[src/rtl/sgdma_chan.sv]
module sgdma_chan #(
  parameter int AW = 32
) (
  input  logic          clk,
  input  logic          rst_n,
  input  logic          reg_wr,
  input  logic [1:0]    reg_addr,
  input  logic [31:0]   reg_wdata,
  output logic [31:0]   reg_rdata,
  output logic          mem_req,
  output logic [AW-1:0] mem_addr,
  input  logic          mem_ack,
  input  logic [31:0]   mem_rdata,
  output logic          beat_valid,
  output logic [AW-1:0] beat_addr,
  input  logic          beat_ready,
  output logic          irq
);
  localparam int CW = 24;
  localparam int IW = 8;

  typedef enum logic [1:0] {S_IDLE, S_ADDR, S_CNT, S_MOVE} st_t;
  st_t state;

  logic [AW-1:0] tbl_base, desc_ptr, buf_ptr;
  logic [CW-1:0] remain;
  logic [IW-1:0] idx;
  logic d_eol, d_flag, d_stop;
  logic auto_rs, ie_eol, ie_flag, stop_held;
  logic eol_st, flag_st;

  wire wr_base = reg_wr && reg_addr == 2'd0;
  wire wr_ctrl = reg_wr && reg_addr == 2'd1;
  wire wr_stat = reg_wr && reg_addr == 2'd2;
  wire active  = state != S_IDLE;
  wire fire    = beat_valid && beat_ready;

  assign mem_req    = state == S_ADDR || state == S_CNT;
  assign mem_addr   = (state == S_CNT) ? desc_ptr + AW'(4) : desc_ptr;
  assign beat_valid = state == S_MOVE && remain != '0;
  assign beat_addr  = buf_ptr;
  assign irq        = (eol_st && ie_eol) || (flag_st && ie_flag);

  logic unused_bits;
  assign unused_bits = ^mem_rdata[28:24];

  always_comb begin
    case (reg_addr)
      2'd0:    reg_rdata = 32'(tbl_base);
      2'd1:    reg_rdata = {27'd0, ie_flag, ie_eol, auto_rs, stop_held, 1'b0};
      2'd2:    reg_rdata = {28'd0, active, irq, flag_st, eol_st};
      default: reg_rdata = {idx, remain};
    endcase
  end

  always_ff @(posedge clk) begin
    if (!rst_n) begin
      state <= S_IDLE;
      tbl_base <= '0; desc_ptr <= '0; buf_ptr <= '0;
      remain <= '0; idx <= '0;
      d_eol <= 1'b0; d_flag <= 1'b0; d_stop <= 1'b0;
      auto_rs <= 1'b0; ie_eol <= 1'b0; ie_flag <= 1'b0; stop_held <= 1'b0;
      eol_st <= 1'b0; flag_st <= 1'b0;
    end else begin
      if (wr_stat) begin
        if (reg_wdata[0]) eol_st  <= 1'b0;
        if (reg_wdata[1]) flag_st <= 1'b0;
      end
      if (wr_base) tbl_base <= reg_wdata[AW-1:0];

      case (state)
        S_ADDR: if (mem_ack) begin
          buf_ptr <= mem_rdata[AW-1:0];
          state   <= S_CNT;
        end
        S_CNT: if (mem_ack) begin
          d_eol  <= mem_rdata[31];
          d_flag <= mem_rdata[30];
          d_stop <= mem_rdata[29];
          remain <= mem_rdata[CW-1:0];
          state  <= S_MOVE;
        end
        S_MOVE: if (fire) begin
          buf_ptr <= buf_ptr + AW'(1);
          remain  <= remain - CW'(1);
        end else if (remain == '0) begin
          if (d_flag || d_stop) flag_st <= 1'b1;
          if (d_eol) eol_st <= 1'b1;
          if (d_stop) state <= S_IDLE;
          else if (d_eol) begin
            if (auto_rs) begin
              desc_ptr <= tbl_base;
              idx      <= '0;
              state    <= S_ADDR;
            end else state <= S_IDLE;
          end else begin
            desc_ptr <= desc_ptr + AW'(8);
            idx      <= idx + IW'(1);
            state    <= S_ADDR;
          end
        end
        default: ;
      endcase

      if (wr_ctrl) begin
        stop_held <= reg_wdata[1];
        auto_rs   <= reg_wdata[2];
        ie_eol    <= reg_wdata[3];
        ie_flag   <= reg_wdata[4];
        if (reg_wdata[1]) state <= S_IDLE;
        else if (reg_wdata[0]) begin
          state    <= S_ADDR;
          desc_ptr <= tbl_base;
          idx      <= '0;
          remain   <= '0;
        end
      end
    end
  end

  assert_fetch_hold_R1: assert property (@(posedge clk) disable iff (!rst_n)
    mem_req && !mem_ack && !reg_wr |=> mem_req && $stable(mem_addr));

  assert_beat_hold_R2: assert property (@(posedge clk) disable iff (!rst_n)
    beat_valid && !beat_ready && !reg_wr |=> beat_valid && $stable(beat_addr));

  assert_count_down_R3: assert property (@(posedge clk) disable iff (!rst_n)
    fire && !wr_ctrl |=> remain == $past(remain) - CW'(1));

  assert_zero_count_R9: assert property (@(posedge clk) disable iff (!rst_n)
    state == S_CNT && mem_ack && mem_rdata[CW-1:0] == '0 && !reg_wr |=> !beat_valid);

  assert_irq_sticky_R10: assert property (@(posedge clk) disable iff (!rst_n)
    irq && !reg_wr |=> irq);

  assert_stop_halts_R11: assert property (@(posedge clk) disable iff (!rst_n)
    wr_ctrl && reg_wdata[1] |=> !active && !beat_valid);
endmodule

[config.mk]
export PLATFORM = sky130hd
export DESIGN_NAME = sgdma_chan
export DESIGN_NICKNAME = d
export VERILOG_FILES = /design/src/rtl/sgdma_chan.sv
export SDC_FILE = /design/constraint.sdc
export NUM_CORES = 1
export LEC_CHECK = 0
export BUFFER_PORTS_ARGS = -buffer_cell sky130_fd_sc_hd__clkbuf_2
export CORE_MARGIN = 4
export CORE_UTILIZATION = 57
export DETAILED_ROUTE_END_ITERATION = 6
export MAX_ROUTING_LAYER = met4
export PLACE_DENSITY = 0.82
export SYNTH_ARGS = -nofsm -noshare
export SYNTH_HDL_FRONTEND = slang
export SYNTH_SLANG_ARGS = --single-unit
[constraint.sdc]
create_clock -name clk -period 3.2 [get_ports clk]
set_input_delay 0.48 -clock clk [delete_from_list [all_inputs] [get_ports clk]]
set_output_delay 0.48 -clock clk [all_outputs]
set_load 0.03 [all_outputs]
# Word level (Yosys, flattened, before mapping)
# Cells that the tools add are included.
[word_totals]
ff_bits = 139
[classes]
n_addsub = 5
eq_ne = 7
muxes = 52
n_reduce_logical = 17
[ops]
columns = ["operator", "count"]
rows = [
  ["2-to-1 mux 32 bit", 12],
  ["2-to-1 mux 24 bit", 5],
  ["case mux 32 bit (3 select lines)", 1],
  ["2-to-1 mux 8 bit", 9],
  ["case mux 32 bit (2 select lines)", 1],
  ["case mux 24 bit (2 select lines)", 1],
  ["adder 32 x 1 -> 32 bit (second input constant)", 1],
  ["adder 32 x 3 -> 32 bit (second input constant)", 1],
  ["adder 32 x 4 -> 32 bit (second input constant)", 1],
  ["logical NOT 24 bit", 1],
  ["nonzero test 24 bit", 1],
  ["subtractor 24 x 1 -> 24 bit (second input constant)", 1],
  ["2-to-1 mux 2 bit", 9],
  ["2-to-1 mux 1 bit", 13],
  ["adder 8 x 1 -> 8 bit (second input constant)", 1],
  ["logical AND 1 bit", 7],
  ["equality test 2 bit (second input constant)", 3],
  ["case mux 2 bit (3 select lines)", 1],
  ["equality test 2 x 1 -> 1 bit (second input constant)", 2],
  ["!= test 2 bit (second input constant)", 2],
  ["nonzero test 2 bit", 2],
  ["logical OR 1 bit", 3],
  ["AND reduction 3 bit", 1],
  ["logical NOT 2 bit", 1],
  ["AND reduction 2 bit", 1],
]

# Logic depth before layout (Yosys ltp)
[depth]
word_depth = 9
depth_mapped = 10

# Worst setup path before layout
# OpenSTA, ideal clock, no wires.
[synth_path]
path_type = "reg2out"
from = "register desc_ptr[3]"
to = "output port mem_addr[25]"
t_arrival_ps = 2691
required_ps = 2720
path_slack_ps = 29
path_stages_with_launch = 7
path_buffers = 0
cell_sequence = "dfxtp_1 > ha_1 > nand4_1 > nor4_1 > nor4b_1 > nand3_1 > xnor2_1"
[synth_between]
elab_chain_len = 2
[synth_lines]
columns = ["item", "line", "rtl"]
rows = [
  ["start: declaration", "25", "logic [AW-1:0] tbl_base, desc_ptr, buf_ptr;"],
  ["start signal: assignment", "92", "desc_ptr <= tbl_base;"],
  ["start signal: assignment", "97", "desc_ptr <= desc_ptr + AW'(8);"],
  ["start signal: assignment", "113", "desc_ptr <= tbl_base;"],
  ["adder 32 x 3 -> 32 bit", "39", "assign mem_addr = (state == S_CNT) ? desc_ptr + AW'(4) : desc_ptr;"],
  ["2-to-1 mux 32 bit", "39", ""],
  ["end: declaration", "11", "output logic [AW-1:0] mem_addr,"],
]
# No other way between the ends.

# Worst setup path in the final report
[layout_path]
from = "register desc_ptr[3]"
to = "output port mem_addr[15]"
# The elaborated chain is that of the path after synthesis.

==> flow_summary.ini <==
[floorplan]
start_util = 0.5840
ioPinCount = 170
core_um2 = 15200
die_w_um = 132.8
num_rows = 45
die_h_um = 132.8
fp.dieArea_um2 = 17630

[placement]
gp_congestion = 1.038
hpwl_um = 23370
placed_cells = 1477
dp_slack_ps = 319.1
io_buffers = 169
place_area_um2 = 9863

[clock_tree]
clockRootBuffer = clkbuf_16
htree_levels = 4
holdBufCountCts = 0
cts_buffers = 17
cts_buffer_depth = 2
cts.sinks = 139
cts_tree = yes
clk_latency_ps = 430
path_clk_slew_ps = 70

[sta]
timing.final.hold_violations = 0
maxSlewViolCount = 0
max_freq_mhz = 327.2
finalWorstSetupSlack_ps = 143.7
fin_hold_ws_ps = 271.9
slew_headroom = 0.3259
min_period_ps = 3056
fin_skew_ps = 11.44
tns_ps = 0
grt_setup_unrepaired = no
period_share = 0.9551
setup_violations = 0
worstMarginPinSlew_ps = 1009

[critical_path]
critPathKind = register to output port
crit_path_end_kind = output port
crit_fanout = 7
start_kind = register
required_ps = 2720
cp.arrival_ps = 2580

[route]
drc = 1
viasPerCell = 6.782
first_iter_violations = 1547
dr_total_vias = 10248
firstDrtPassIters = 7
drt_wl_total_um = 32460
wire_per_inst_um = 21.48
drt.antenna.violating_nets = 0

[yosys]
synthCells = 1186
synth_top_area_frac = 0.3135
synth_most_common_cell = nand2_1
synth_area_leaders = dfxtp_1 (31%), nand2_1 (7.1%), a21oi_1 (5.4%)
synth_area_um2 = 8877
synth-seq-area-share = 0.3135
syn_area_per_cell_um2 = 7.485
ys_ff_latch = 139
yosys_warnings = 0
ys.flop_type = dfxtp_1
ys_types = 77
synthTopCellsByCount = nand2_1 (167), dfxtp_1 (139), a21oi_1 (96)
async_flop_share = 0
yosysTopAreaCell = dfxtp_1
syn_nets = 1266
synth_edf_count = 0

[pwr]
leakagePower_nw = 4.151
power.density_nw_per_um2 = 403.4
power_mw = 4.251
ir_drop_mv = 0.4177

[finish]
fin_util = 0.6931
fin_cells = 1511
area_growth_pct = 18.69
final_cell_area_um2 = 10540
nNetsFinal = 1389
drive_gt1_frac = 0.2186

[global_routing]
grt_max_degree = 69
grt_remaining_overflow = 0
grt_pass1_vias = 9074
grt_use_total = 0.3663
grt_first_pass_wirelength_um = 50650
antenna_found_initial = 1

[run_status]
violations = design-rule violations
status = complete, but fails checks

[run]
maxCapViolCount = 0

[min_path]
hold_path.class = input port to register
placed cells by master, fill, tap and decap left out, types with 10 or more instances in the layout:
master	instances
or3_1	15
o21ai_0	63
clkbuf_16	17
a21oi_1	96
nand3b_1	13
xor2_1	17
a22o_1	36
nand4_1	28
xnor2_1	29
dfxtp_1	137
a22oi_1	14
mux2i_1	15
o31ai_1	10
nand3_1	46
clkbuf_2	168
inv_1	16
o22ai_1	10
or4_1	10
a211oi_1	10
nor3_1	33
nor2_1	90
nor4_1	20
and3_1	12
a31oi_1	16
buf_4	42
nand2_1	167
worst max-delay path: stages, from the launching register on:
cell      delay [ps]
dfxtp_2          380
ha_2             240
nand4_1          250
or2_4            370
nor2_2           170
nand3_1          170
nor2_1           160
xor2_1           170
clkbuf_2         230
metal layers:
layer	track usage	vias to the layer above	routed length [um]
li1	-	4642	-
met1	0.5182	4739	12890
met2	0.5093	773	13870
met3	0.07757	94	4599
met4	0.1409	0	1098
met5	-	-	0
cells by family after synthesis:
kind of cell,share of synthesized area
flops,0.3135
fa+ha+maj,0.01269
buf+inv,0.05666
xor+xnor,0.04538
simple gates,0.2733
mux,0.03087
compound gates,0.2677
worst paths after layout:
kind / endpoint / cells past startpoint / start / slack [ps]
worst max-delay path: mem_addr[15] / 8 / desc_ptr[3] / 140
worst min-delay path: tbl_base[21] / 3 / reg_wdata[21] / 270
worst max register to register: remain[7] / 8 / remain[0] / 180
worst min register to register: stop_held / 2 / stop_held / 470
area by class of cell:
| class | instances | area, um2 |
|---|---|---|
| Inverter | 18 | 67.56 |
| Tap cell | 188 | 235.2 |
| Sequential cell | 139 | 2785 |
| Clock inverter | 15 | 181.4 |
| Antenna cell | 1 | 2.502 |
| Fill cell | 1287 | 4666 |
| Timing Repair Buffer | 212 | 1184 |
| Clock buffer | 17 | 425.4 |
| Multi-Input combinational cell | 921 | 5655 |
sequential cells by signal (all words and copies together) (netlist names):
signal	flops
desc_ptr	32
auto_rs	1
beat_addr	32
ie_eol	1
d_eol	1
idx	8
d_flag	1
flag_st	1
remain	24
ie_flag	1
tbl_base	32
stop_held	1
d_stop	1
eol_st	1
state	2
report_power, final:
group	internal, mW	switching [mW]	leakage, nW
clock network	1.18	0.888	0.285
registers	1.77	0.0663	1.13
logic	0.126	0.224	2.74
timing repair:
item	4_1_cts	5_1_grt
resized for setup	4	12
setup endpoints to repair	6	14
setup buffers	0	1
pin swaps	0	3
No activity file was read; power rests on OpenSTA's default activity.
